==> config.mk <==
export PLATFORM = sky130hd
export DESIGN_NAME = wdt_escalator
export DESIGN_NICKNAME = d
export VERILOG_FILES = /design/src/rtl/wdt_pkg.sv /design/src/rtl/wdt_ctrl.sv /design/src/rtl/wdt_datapath.sv /design/src/rtl/wdt_escalator.sv
export SDC_FILE = /design/constraint.sdc
export NUM_CORES = 1
export LEC_CHECK = 0
export CORE_MARGIN = 1.5
export CORE_UTILIZATION = 40
export CTS_CLUSTER_SIZE = 14
export DETAILED_ROUTE_END_ITERATION = 6
export DONT_BUFFER_PORTS = 1
export PLACE_DENSITY = 0.52
export SETUP_SLACK_MARGIN = 0.1
export SLEW_MARGIN = 20
export SYNTH_ARGS = -nofsm -noshare
export SYNTH_HDL_FRONTEND = slang
export SYNTH_HIERARCHICAL = 1
export SYNTH_SLANG_ARGS = --single-unit
==> constraint.sdc <==
create_clock -name clk -period 1.8 [get_ports clk]
set_input_delay 0.27 -clock clk [delete_from_list [all_inputs] [get_ports clk]]
set_output_delay 0.27 -clock clk [all_outputs]
set_load 0.005 [all_outputs]
==> src/rtl/wdt_pkg.sv <==
package wdt_pkg;

  // Strobes from the control decoder into the register datapath.
  typedef struct packed {
    logic setArm;
    logic setAlarm;
    logic fireReset;
  } wdtStrobe_t;

  typedef enum logic [1:0] {
    SEV_NONE = 2'b00,
    SEV_CORE = 2'b01,
    SEV_CHIP = 2'b10,
    SEV_SYS  = 2'b11
  } sevKind_t;

  localparam int unsigned SEL_W    = 2;
  localparam int unsigned NUM_TAPS = 1 << SEL_W;

endpackage

==> src/rtl/wdt_ctrl.sv <==
module wdt_ctrl
  import wdt_pkg::*;
#(
  parameter int unsigned TB_W     = 16,
  parameter int unsigned TAP_BASE = 4,
  parameter int unsigned TAP_STEP = 2
) (
  input  logic             clk,
  input  logic             rstN,
  input  logic [TB_W-1:0]  timeBase,
  input  logic [SEL_W-1:0] tapSel,
  input  logic             armFlag,
  input  logic             alarmFlag,
  output wdtStrobe_t       strobe
);

  localparam int unsigned TOP_TAP = TAP_BASE + (NUM_TAPS - 1) * TAP_STEP;

  logic [NUM_TAPS-1:0] tapNow;
  logic [NUM_TAPS-1:0] tapPrev;
  logic [NUM_TAPS-1:0] tapRise;
  logic                expire;

  // Each tap keeps its own history, so changing the selection cannot forge an edge.
  for (genvar k = 0; k < NUM_TAPS; k++) begin : g_tap
    assign tapNow[k] = timeBase[TAP_BASE + k * TAP_STEP];
  end

  always_ff @(posedge clk or negedge rstN) begin
    if (!rstN) tapPrev <= '0;
    else       tapPrev <= tapNow;
  end

  assign tapRise = tapNow & ~tapPrev;
  assign expire  = tapRise[tapSel];

  // Escalation decode: one stage per expiration.
  always_comb begin
    strobe = '0;
    if (expire) begin
      if (!armFlag)        strobe.setArm    = 1'b1;
      else if (!alarmFlag) strobe.setAlarm  = 1'b1;
      else                 strobe.fireReset = 1'b1;
    end
  end

  AST_STROBE_EXCL: assert property (@(posedge clk) disable iff (!rstN)
    $onehot0({strobe.setArm, strobe.setAlarm, strobe.fireReset}));

  AST_STAGE_ORDER: assert property (@(posedge clk) disable iff (!rstN)
    strobe.fireReset |-> (armFlag && alarmFlag));

  AST_TAP_RANGE: assert final (TOP_TAP < TB_W);

endmodule

==> src/rtl/wdt_datapath.sv <==
module wdt_datapath
  import wdt_pkg::*;
#(
  parameter int unsigned DATA_W = 8
) (
  input  logic              clk,
  input  logic              rstN,
  input  wdtStrobe_t        strobe,
  input  logic              critIntEn,
  input  logic              wrEn,
  input  logic              regSel,
  input  logic [DATA_W-1:0] wrData,
  input  logic              rdSel,
  output logic [DATA_W-1:0] rdData,
  output logic [SEL_W-1:0]  tapSel,
  output logic              armFlag,
  output logic              alarmFlag,
  output logic              wdIrq,
  output logic              coreRstReq,
  output logic              chipRstReq,
  output logic              sysRstReq
);

  localparam int unsigned SEV_LSB = 0;
  localparam int unsigned TAP_LSB = SEV_LSB + 2;
  localparam int unsigned IEN_BIT = TAP_LSB + SEL_W;
  localparam int unsigned ARM_BIT = 0;
  localparam int unsigned ALM_BIT = 1;
  localparam int unsigned LRK_LSB = 2;

  logic [1:0] severity;
  logic [1:0] lastKind;
  logic       irqEnable;
  logic       wrCtl;
  logic       wrSts;
  logic       fireNow;
  logic [2:0] reqNext;
  logic [2:0] reqVec;

  assign wrCtl   = wrEn && !regSel;
  assign wrSts   = wrEn && regSel;
  assign fireNow = strobe.fireReset && (severity != SEV_NONE);

  // Control fields; severity is locked while nonzero.
  always_ff @(posedge clk or negedge rstN) begin
    if (!rstN) begin
      severity  <= SEV_NONE;
      tapSel    <= '0;
      irqEnable <= 1'b0;
      lastKind  <= SEV_NONE;
    end else begin
      if (wrCtl) begin
        tapSel    <= wrData[TAP_LSB +: SEL_W];
        irqEnable <= wrData[IEN_BIT];
        if (severity == SEV_NONE) severity <= wrData[SEV_LSB +: 2];
      end
      if (fireNow) begin
        lastKind <= severity;
        severity <= SEV_NONE;
      end
    end
  end

  // Escalation flags: the hardware set outranks a software clear.
  always_ff @(posedge clk or negedge rstN) begin
    if (!rstN) begin
      armFlag   <= 1'b0;
      alarmFlag <= 1'b0;
    end else begin
      if (strobe.setArm)                  armFlag <= 1'b1;
      else if (wrSts && wrData[ARM_BIT])  armFlag <= 1'b0;
      if (strobe.setAlarm)                alarmFlag <= 1'b1;
      else if (wrSts && wrData[ALM_BIT])  alarmFlag <= 1'b0;
    end
  end

  always_comb begin
    reqNext = '0;
    if (fireNow) begin
      unique case (sevKind_t'(severity))
        SEV_CORE: reqNext[0] = 1'b1;
        SEV_CHIP: reqNext[1] = 1'b1;
        SEV_SYS:  reqNext[2] = 1'b1;
        default:  reqNext    = '0;
      endcase
    end
  end

  always_ff @(posedge clk or negedge rstN) begin
    if (!rstN) reqVec <= '0;
    else       reqVec <= reqNext;
  end

  assign coreRstReq = reqVec[0];
  assign chipRstReq = reqVec[1];
  assign sysRstReq  = reqVec[2];
  assign wdIrq      = alarmFlag && irqEnable && critIntEn;

  always_comb begin
    rdData = '0;
    if (rdSel) begin
      rdData[ARM_BIT]       = armFlag;
      rdData[ALM_BIT]       = alarmFlag;
      rdData[LRK_LSB +: 2]  = lastKind;
    end else begin
      rdData[SEV_LSB +: 2]     = severity;
      rdData[TAP_LSB +: SEL_W] = tapSel;
      rdData[IEN_BIT]          = irqEnable;
    end
  end

  AST_ONE_REQUEST: assert property (@(posedge clk) disable iff (!rstN)
    $onehot0({coreRstReq, chipRstReq, sysRstReq}));

  AST_REQ_ONE_CYCLE: assert property (@(posedge clk) disable iff (!rstN)
    (coreRstReq || chipRstReq || sysRstReq) |=> !(coreRstReq || chipRstReq || sysRstReq));

  AST_SEV_CLEARED: assert property (@(posedge clk) disable iff (!rstN)
    (coreRstReq || chipRstReq || sysRstReq) |-> (severity == SEV_NONE));

  AST_KIND_RECORDED: assert property (@(posedge clk) disable iff (!rstN)
    sysRstReq |-> (lastKind == SEV_SYS));

  AST_SEV_LOCK: assert property (@(posedge clk) disable iff (!rstN)
    (severity != SEV_NONE && !strobe.fireReset) |=> $stable(severity));

  AST_SET_WINS: assert property (@(posedge clk) disable iff (!rstN)
    strobe.setArm |=> armFlag);

endmodule

==> src/rtl/wdt_escalator.sv <==
module wdt_escalator
  import wdt_pkg::*;
#(
  parameter int unsigned TB_W     = 16,
  parameter int unsigned TAP_BASE = 4,
  parameter int unsigned TAP_STEP = 2,
  parameter int unsigned DATA_W   = 8
) (
  input  logic              clk,
  input  logic              rstN,
  input  logic [TB_W-1:0]   timeBase,
  input  logic              critIntEn,
  input  logic              wrEn,
  input  logic              regSel,
  input  logic [DATA_W-1:0] wrData,
  input  logic              rdSel,
  output logic [DATA_W-1:0] rdData,
  output logic              wdIrq,
  output logic              coreRstReq,
  output logic              chipRstReq,
  output logic              sysRstReq
);

  wdtStrobe_t       strobe;
  logic [SEL_W-1:0] tapSel;
  logic             armFlag;
  logic             alarmFlag;

  wdt_ctrl #(
    .TB_W(TB_W), .TAP_BASE(TAP_BASE), .TAP_STEP(TAP_STEP)
  ) u_ctrl (
    .clk(clk), .rstN(rstN), .timeBase(timeBase), .tapSel(tapSel),
    .armFlag(armFlag), .alarmFlag(alarmFlag), .strobe(strobe)
  );

  wdt_datapath #(.DATA_W(DATA_W)) u_dp (
    .clk(clk), .rstN(rstN), .strobe(strobe), .critIntEn(critIntEn),
    .wrEn(wrEn), .regSel(regSel), .wrData(wrData), .rdSel(rdSel),
    .rdData(rdData), .tapSel(tapSel), .armFlag(armFlag),
    .alarmFlag(alarmFlag), .wdIrq(wdIrq), .coreRstReq(coreRstReq),
    .chipRstReq(chipRstReq), .sysRstReq(sysRstReq)
  );

  AST_IRQ_NEEDS_ALARM: assert property (@(posedge clk) disable iff (!rstN)
    wdIrq |-> (alarmFlag && critIntEn));

  AST_ALARM_AFTER_ARM: assert property (@(posedge clk) disable iff (!rstN)
    $rose(alarmFlag) |-> $past(armFlag));

endmodule

Word-level counts from Yosys, hierarchy flattened
Index checks and enable logic that the tools add are counted.
- bits of input ports: 30
- flip-flop bits (word level): 16
- word-level logic and storage cells: 49
- magnitude comparators: 1
- eq/ne operators: 3
- muxes and demuxes: 20
- bitwise operators: 2
- reduce and logical (&&, ||, !) cells: 15
- operators by type and width (kind ; count):
    1-bit two-way mux ; 12
    2-bit nonzero test ; 5
    2-bit two-way mux ; 4
    1-bit logical AND ; 7
    3-bit two-way mux ; 2
    4-bit bitwise AND ; 1
    2-bit == test, second input constant ; 2
    4-bit two-way mux ; 1
    4-bit NOT ; 1
    2-bit by 3-bit less-than comparator with 1-bit output, second input constant ; 1
    1-bit binary-select mux with 2-bit select ; 1
    2-bit by 1-bit == test with 1-bit output, second input constant ; 1
    2-bit logical NOT ; 1
    2-bit AND reduction ; 1
    1-bit logical NOT ; 1

Depth between registers and ports, before layout
Gate-level depths: netlist (run 1).
- depth after elaboration: 8
- gate-level depth with buffers: 5
- depth with buffers taken out: 5

Cells and area by module
Netlist (run 1), hierarchy kept.
- by module, submodules not included (module ; area an instance (um2) ; times used ; cells an instance ; sequential area each (um2)):
    wdt_datapath ; 543.0 ; 1 ; 43 ; 300.3
    wdt_ctrl ; 166.4 ; 1 ; 13 ; 100.1

Worst setup path before layout (run 1)
No wires, ideal clock.
- kind: register -> register
- start: register u_ctrl.tapPrev[3]
- end: register u_dp.lastKind[1]
- required time: 1679 ps
- setup time: 121 ps
- period minus slack after synthesis: 1617 ps
- stages on the path, launching flop included: 6
- data arrival time: 1496 ps
- path buffers: 0
- setup slack: 183 ps
- cells stage by stage: dfrtp_1 -> nand2b_1 -> mux4_2 -> nor2_1 -> nand2_1 -> a22o_1
- RTL lines (what ; RTL line ; RTL):
    from (decl) ; wdt_ctrl.sv:20 ; logic [NUM_TAPS-1:0] tapPrev;
    from (signal assigned) ; wdt_ctrl.sv:31 ; else tapPrev <= tapNow;
    to (signal assigned) ; wdt_datapath.sv:58 ; lastKind <= severity;
    to (decl) ; wdt_datapath.sv:32 ; logic [1:0] lastKind;

==> results_dict.tcl, run 1 <==
set metrics [dict create \
    drtIter0Drc 2 \
    clock_skew_ps 4.26 \
    yosys_warnings 6 \
    setup_ws_ps 207 \
    worstPathMaxFanout 5 \
    viasPerCell 5.23 \
    synthTopCellsByCount "dfrtp_1 (16), nand2b_1 (5), nor2_1 (5), mux2_2 (4), nand2_1 (4)" \
    yosys.area.top_type_share 0.564 \
    cts_tree "built" \
    drc 0 \
    fp-row-count 15 \
    final-seq-area_sq_um 400 \
    coreArea_sq_um 1690 \
    startpoint_type "register" \
    finalWeightedCongestion 0.726 \
    maxSlewViolCount 0 \
    io_pins 42 \
    critPathSlowestCell "mux4_2" \
    dr.max_layer_used "met4" \
    h-tree-depth 1 \
    numCtsBuffers 3 \
    multi_input_area_sq_um 298 \
    vdd_drop_max_v 0.000460 \
    setup_viol 0 \
    cp_top_family "multiplexers" \
    p_leak_nw 0.372 \
    n_fill_cell 155 \
    fin_crit_sh 0.885 \
    cts.path.max_buffers 2 \
    end_kind "register" \
    grt_pass1_vias 413 \
    antenna_found_initial 0 \
    io_buffer_count 0 \
    fin_tns_setup_ps 0 \
    crit_path_start "u_ctrl/tapPrev[0]$_DFF_PN0_" \
    grt_max_degree 17 \
    max_slew_margin 0.533 \
    hold_viol 0 \
    synth_edf_count 0 \
    cts_root_buf "clkbuf_4" \
    crit_buf_inv 0 \
    start_util 0.420 \
    syn-instance-count 56 \
    finalCriticalPeriod_ps 1590 \
    yosysMostFrequentCell "dfrtp_1" \
    dr.pass1.iters 2 \
    async_flop_share 1.00 \
    synth_seq_cells 16 \
    worst_pin_slew_ps 698 \
    yosysUniqueCellTypes 19 \
    path_cells "nand2b_1 -> mux4_2 -> nor2_4 -> nand2_1 -> a22o_1" \
    p_per_area_nw_per_um2 1180 \
    layout.nets 96 \
    synth_area_sq_um 709 \
    reg2reg_from "u_ctrl/tapPrev[0]$_DFF_PN0_" \
    fp.dieH_um 45.1 \
    drv_cap 0 \
    slowest_delay_ps 520 \
    worst_ep_arrival_time_ps 1760 \
    grt_pass1_wl_um 2080 \
    numClockSinks 16 \
    synth.area.top_cells "dfrtp_1 (56%), mux2_2 (6.3%), mux2_4 (6.3%), nand2b_1 (4.4%), buf_4 (3.2%)" \
    hold_start "regSel" \
    hpwl_um 899 \
    dr_wl_met3_um 56 \
    synth_ff_type "dfrtp_1" \
    synth_area_leader_cell "dfrtp_1" \
    min_path_type "input port to register" \
    ant_nets 0 \
    seq_area_frac_synth 0.564 \
    num_vias 424 \
    wl_um 1260 \
    die_w_um 45.1 \
    syn_avg_cell_area_sq_um 12.7 \
    worstSetupPathType "register to register" \
    worstSkewPairLatency_ps 280 \
    met2_length_um 580 \
    area_delta_synth_final_pct 13.2 \
    cp.required_ps 1970 \
    wire_per_inst_um 15.6 \
    track_usage 0.156 \
    max_clock_freq_ghz 0.628 \
    pre_cts_ws_ps 55.2 \
    grt-ovfl-total 0 \
    cts_setup_buffers 0 \
    n_antenna_cell 0 \
    path_clk_slew_ps 90 \
    status "finished clean" \
    drive_above_1_share 0.219 \
    rsz0062_at_grt "false" \
    wl_met1_um 606 \
    dieArea_sq_um 2040 \
]
## cells in the final DEF (no fill, tap or decap), types with 2 or more instances in the layout
cell type,instances
a21o_1,2
conb_1,3
dfrtp_1,16
mux2_2,4
mux2_4,3
nand3_1,2
dlygate4sd3_1,5
clkbuf_4,3
nand2b_1,5
a22o_1,2
nand2_1,4
nor2_1,4
and3_1,2
## cell type report
| type | instances | share of cell area |
|---|---|---|
| sequential | 16 | 0.498 |
| timing repair buffer | 6 | 0.0717 |
| multi-input combinational | 38 | 0.371 |
| tap | 17 | 0.0265 |
| clock buffer | 3 | 0.0280 |
| inverter | 1 | 0.00467 |
## per-stage QoR
stage	utilization	hold WS, ps	power (W)	area [sq um]	cells
floorplan	-	-25.6	0.000698	717	58
global placement	0.428	-25.2	0.000743	723	73
detailed placement	0.428	-25.2	0.000751	723	73
CTS	0.473	63.4	0.000955	798	81
global route	0.476	52.3	0.00103	803	81
finish	0.476	74.4	0.000949	803	81
## layer usage
metal	GRT usage	vias to the layer above
met2	0.209	14
met3	0.0480	2
li1	-	207
met4	0.106	0
met1	0.214	201
met5	0	-
## flip-flops by register name, summed over array words and instances, names as in the netlist
| register | count |
|---|---|
| u_ctrl/tapPrev | 4 |
| u_dp/tapSel | 2 |
| u_dp/lastKind | 2 |
| u_dp/reqVec | 3 |
| u_dp/severity | 2 |
| u_dp/irqEnable | 1 |
| u_dp/alarmFlag | 1 |
| u_dp/armFlag | 1 |
## worst paths after layout
| check | to | slack, ps | cells after the start |
|---|---|---|---|
| setup / recovery | u_dp/lastKind[0]$_DFFE_PN0P_ | 210 | 5 |
| hold / removal | u_dp/severity[1]$_DFFE_PN0P_ | 70 | 1 |
| setup reg to reg | u_dp/lastKind[0]$_DFFE_PN0P_ | 210 | 5 |
| hold reg to reg | u_dp/lastKind[1]$_DFFE_PN0P_ | 500 | 1 |
| max in group asynchronous | u_dp/alarmFlag$_DFFE_PN0P_ | 880 | 1 |
| min in group asynchronous | u_dp/tapSel[1]$_DFFE_PN0P_ | 470 | 1 |
## logic make-up after synthesis
| group | synth area share |
|---|---|
| DFF | 0.564 |
| AOI/OAI and AO/OA | 0.0723 |
| buffers and inverters | 0.0370 |
| and+or+nand+nor | 0.162 |
| muxes | 0.159 |
| other | 0.00529 |
## repair_timing
action | in CTS | in global routing
resized for setup | 1 | 1
hold endpoints to repair | 20 | 0
pin swaps | 0 | 1
hold buffers | 5 | 0
gates cloned | 0 | 0
setup endpoints to repair | 3 | 4
## where the power goes
| group | leakage (nW) | internal (W) | switching (W) |
|---|---|---|---|
| sequential | 0.196 | 0.000445 | 0.0000977 |
| clock | 0.0138 | 0.0000775 | 0.000103 |
| combinational | 0.162 | 0.000135 | 0.0000899 |
Note: power is estimated with default switching activity, not from simulation.
==> inputs of run 2 (changes only) <==
--- a/config.mk
+++ b/config.mk
@@ -5,12 +5,13 @@
 export SDC_FILE = /design/constraint.sdc
 export NUM_CORES = 1
 export LEC_CHECK = 0
-export CORE_MARGIN = 1.5
-export CORE_UTILIZATION = 40
+export CORE_AREA = 2 2 39 41
 export CTS_CLUSTER_SIZE = 14
 export DETAILED_ROUTE_END_ITERATION = 6
+export DIE_AREA = 0 0 41 43
 export DONT_BUFFER_PORTS = 1
-export PLACE_DENSITY = 0.52
+export HOLD_SLACK_MARGIN = 0.06
+export PLACE_DENSITY = 0.66
 export SETUP_SLACK_MARGIN = 0.1
 export SLEW_MARGIN = 20
 export SYNTH_ARGS = -nofsm -noshare
==> run 2 against run 1 <==
Net effect: setup slack got worse by 26 ps; sequential share of layout area decreased by 0.76 points; routed wire length fell by 1.1%; clock power is 28% higher; clock skew hardly changed; register-to-register slack worse by 30 ps; final cell count stayed put; first-iteration DRC count is 50% lower; combinational power about the same; utilization rose by 11 points; fmax shrank 1.6%.
==> results_dict.tcl, run 2 (synthesis gave the netlist of run 1 again) <==
set metrics [dict create \
    stdcell_area_sq_um 816 \
    maxSlewViolCount 0 \
    area_delta_synth_final_pct 15.0 \
    hold_viol 0 \
    num_vias 438 \
    drc 0 \
    path_clk_slew_ps 90 \
    end_kind "register" \
    cts_setup_buffers 0 \
    max_clock_freq_ghz 0.618 \
    grt-ovfl-total 0 \
    viasPerCell 5.41 \
    numCtsBuffers 3 \
    power_switching_share 0.294 \
    setup_ws_ps 181 \
    p_per_area_nw_per_um2 1220 \
    p_leak_nw 0.379 \
    fin_tns_setup_ps 0 \
    cts_tree "built" \
    cts.path.max_buffers 2 \
    io_buffer_count 0 \
    status "finished clean" \
    min_path_type "input port to register" \
    p_int_w 0.000703 \
    grt_pass1_vias 464 \
    fp.dieH_um 43 \
    cts_root_buf "clkbuf_4" \
    finalCriticalPeriod_ps 1620 \
    rsz0062_at_grt "false" \
    largest_reg_flops 4 \
    max_slew_margin 0.528 \
    h-tree-depth 1 \
    setup_viol 0 \
    vdd_drop_max_v 0.000696 \
    drv_cap 0 \
    worst_pin_slew_ps 706 \
    switching_power_w 0.000292 \
    final_core_util 0.590 \
    die_w_um 41 \
    clock_skew_ps 4.53 \
    wire_per_inst_um 15.4 \
    worstPathMaxFanout 5 \
    cp.required_ps 1970 \
    layout_commonest_cell "dfrtp_1" \
    comb_power_share 0.226 \
    start_util 0.513 \
    postPlaceCellArea_sq_um 722 \
    worstSetupPathType "register to register" \
    antenna_found_initial 0 \
    grt_pass1_wl_um 2080 \
    wl_um 1250 \
    n_antenna_cell 0 \
    pre_cts_ws_ps 64.6 \
    path_cells "nand2b_1 -> mux4_2 -> nor2_4 -> nand2_1 -> a22o_1" \
    fp-row-count 14 \
    startpoint_type "register" \
    grt_max_degree 17 \
    reg_top3 "u_ctrl/tapPrev: 4 flops, u_dp/reqVec: 3 flops" \
    drtIter0Drc 1 \
    ant_nets 0 \
    layout.nets 96 \
    power_frac_seq 0.542 \
    finalWeightedCongestion 0.720 \
    io_pins 42 \
    slowest_delay_ps 540 \
    critPathSlowestCell "mux4_2" \
    final_cell_mix "dfrtp_1 (16), dlygate4sd3_1 (5), nand2b_1 (5)" \
    fin_crit_sh 0.899 \
    coreArea_sq_um 1380 \
    worstSkewPairLatency_ps 280 \
    numClockSinks 16 \
    top_register "u_ctrl/tapPrev" \
    track_usage 0.182 \
    dr.pass1.iters 4 \
    dieArea_sq_um 1760 \
    worst_ep_arrival_time_ps 1790 \
    drive_above_1_share 0.231 \
    p_clk_frac 0.232 \
]
[run 2: cell types whose count changed in the layout (fill, tap and decap cells not counted)]
| cell | before | now |
|---|---|---|
| clkbuf_8 | 0 | 1 |
[run 2: power groups by stage]
stage / clock network [W] / logic (W) / registers (W)
finish: 0.000231 / 0.000225 / 0.000539
global route: 0.000254 / 0.000251 / 0.000560
CTS: 0.000238 / 0.000221 / 0.000539
detailed placement: 0 / 0.000202 / 0.000547
global placement: 0 / 0.000194 / 0.000545
floorplan: 0 / 0.000178 / 0.000520
[run 2: path summary, 6_finish.rpt]
check                                              from                      endpoint  slack (ps)  cells after the start
setup / recovery            u_ctrl/tapPrev[3]$_DFF_PN0_  u_dp/lastKind[1]$_DFFE_PN0P_         180                      5
hold / removal                                   regSel  u_dp/severity[1]$_DFFE_PN0P_          70                      1
setup reg to reg            u_ctrl/tapPrev[3]$_DFF_PN0_  u_dp/lastKind[1]$_DFFE_PN0P_         180                      5
hold reg to reg            u_dp/lastKind[0]$_DFFE_PN0P_  u_dp/lastKind[0]$_DFFE_PN0P_         500                      1
max in group asynchronous                          rstN   u_ctrl/tapPrev[1]$_DFF_PN0_         880                      1
min in group asynchronous                          rstN  u_dp/lastKind[1]$_DFFE_PN0P_         470                      1
[run 2: stage by stage]
stage,cells,power (W),hold slack [ps]
after floorplan,58,0.000698,-25.6
after global placement,72,0.000740,-25.2
after detailed placement,72,0.000749,-25.2
after CTS,81,0.000999,67.8
after global routing,81,0.00107,70.0
final,81,0.000995,74.5
[run 2: worst max-delay path, delay by kind of cell (launching register included)]
kind,cells,cell delay [ps]
AOI/OAI and AO/OA,1,220
muxes,1,540
DFF,1,370
and+or+nand+nor,3,400
[run 2: cell type report]
type,count,area (sq um)
Clock buffer,4,36.3
Fill cell,120,568
Inverter,1,3.75
Multi-Input combinational cell,38,298
Sequential cell,16,400
Tap cell,16,20.0
Timing Repair Buffer,6,57.6
[run 2: timing repair]
action                                  4_1_cts  5_1_grt
endpoints found under the setup margin        3        2
hold buffers                                  5        0
resized for setup                             1        1
pin swaps                                     0        0
hold endpoints to repair                     20        0
gates cloned                                  0        0
[run 2: routing by layer]
layer,vias up,GRT usage,routed length (um)
li1,208,-,-
met1,215,0.252,544
met2,13,0.266,627
met3,2,0.0366,64
met4,0,0.0800,13
met5,-,0,0
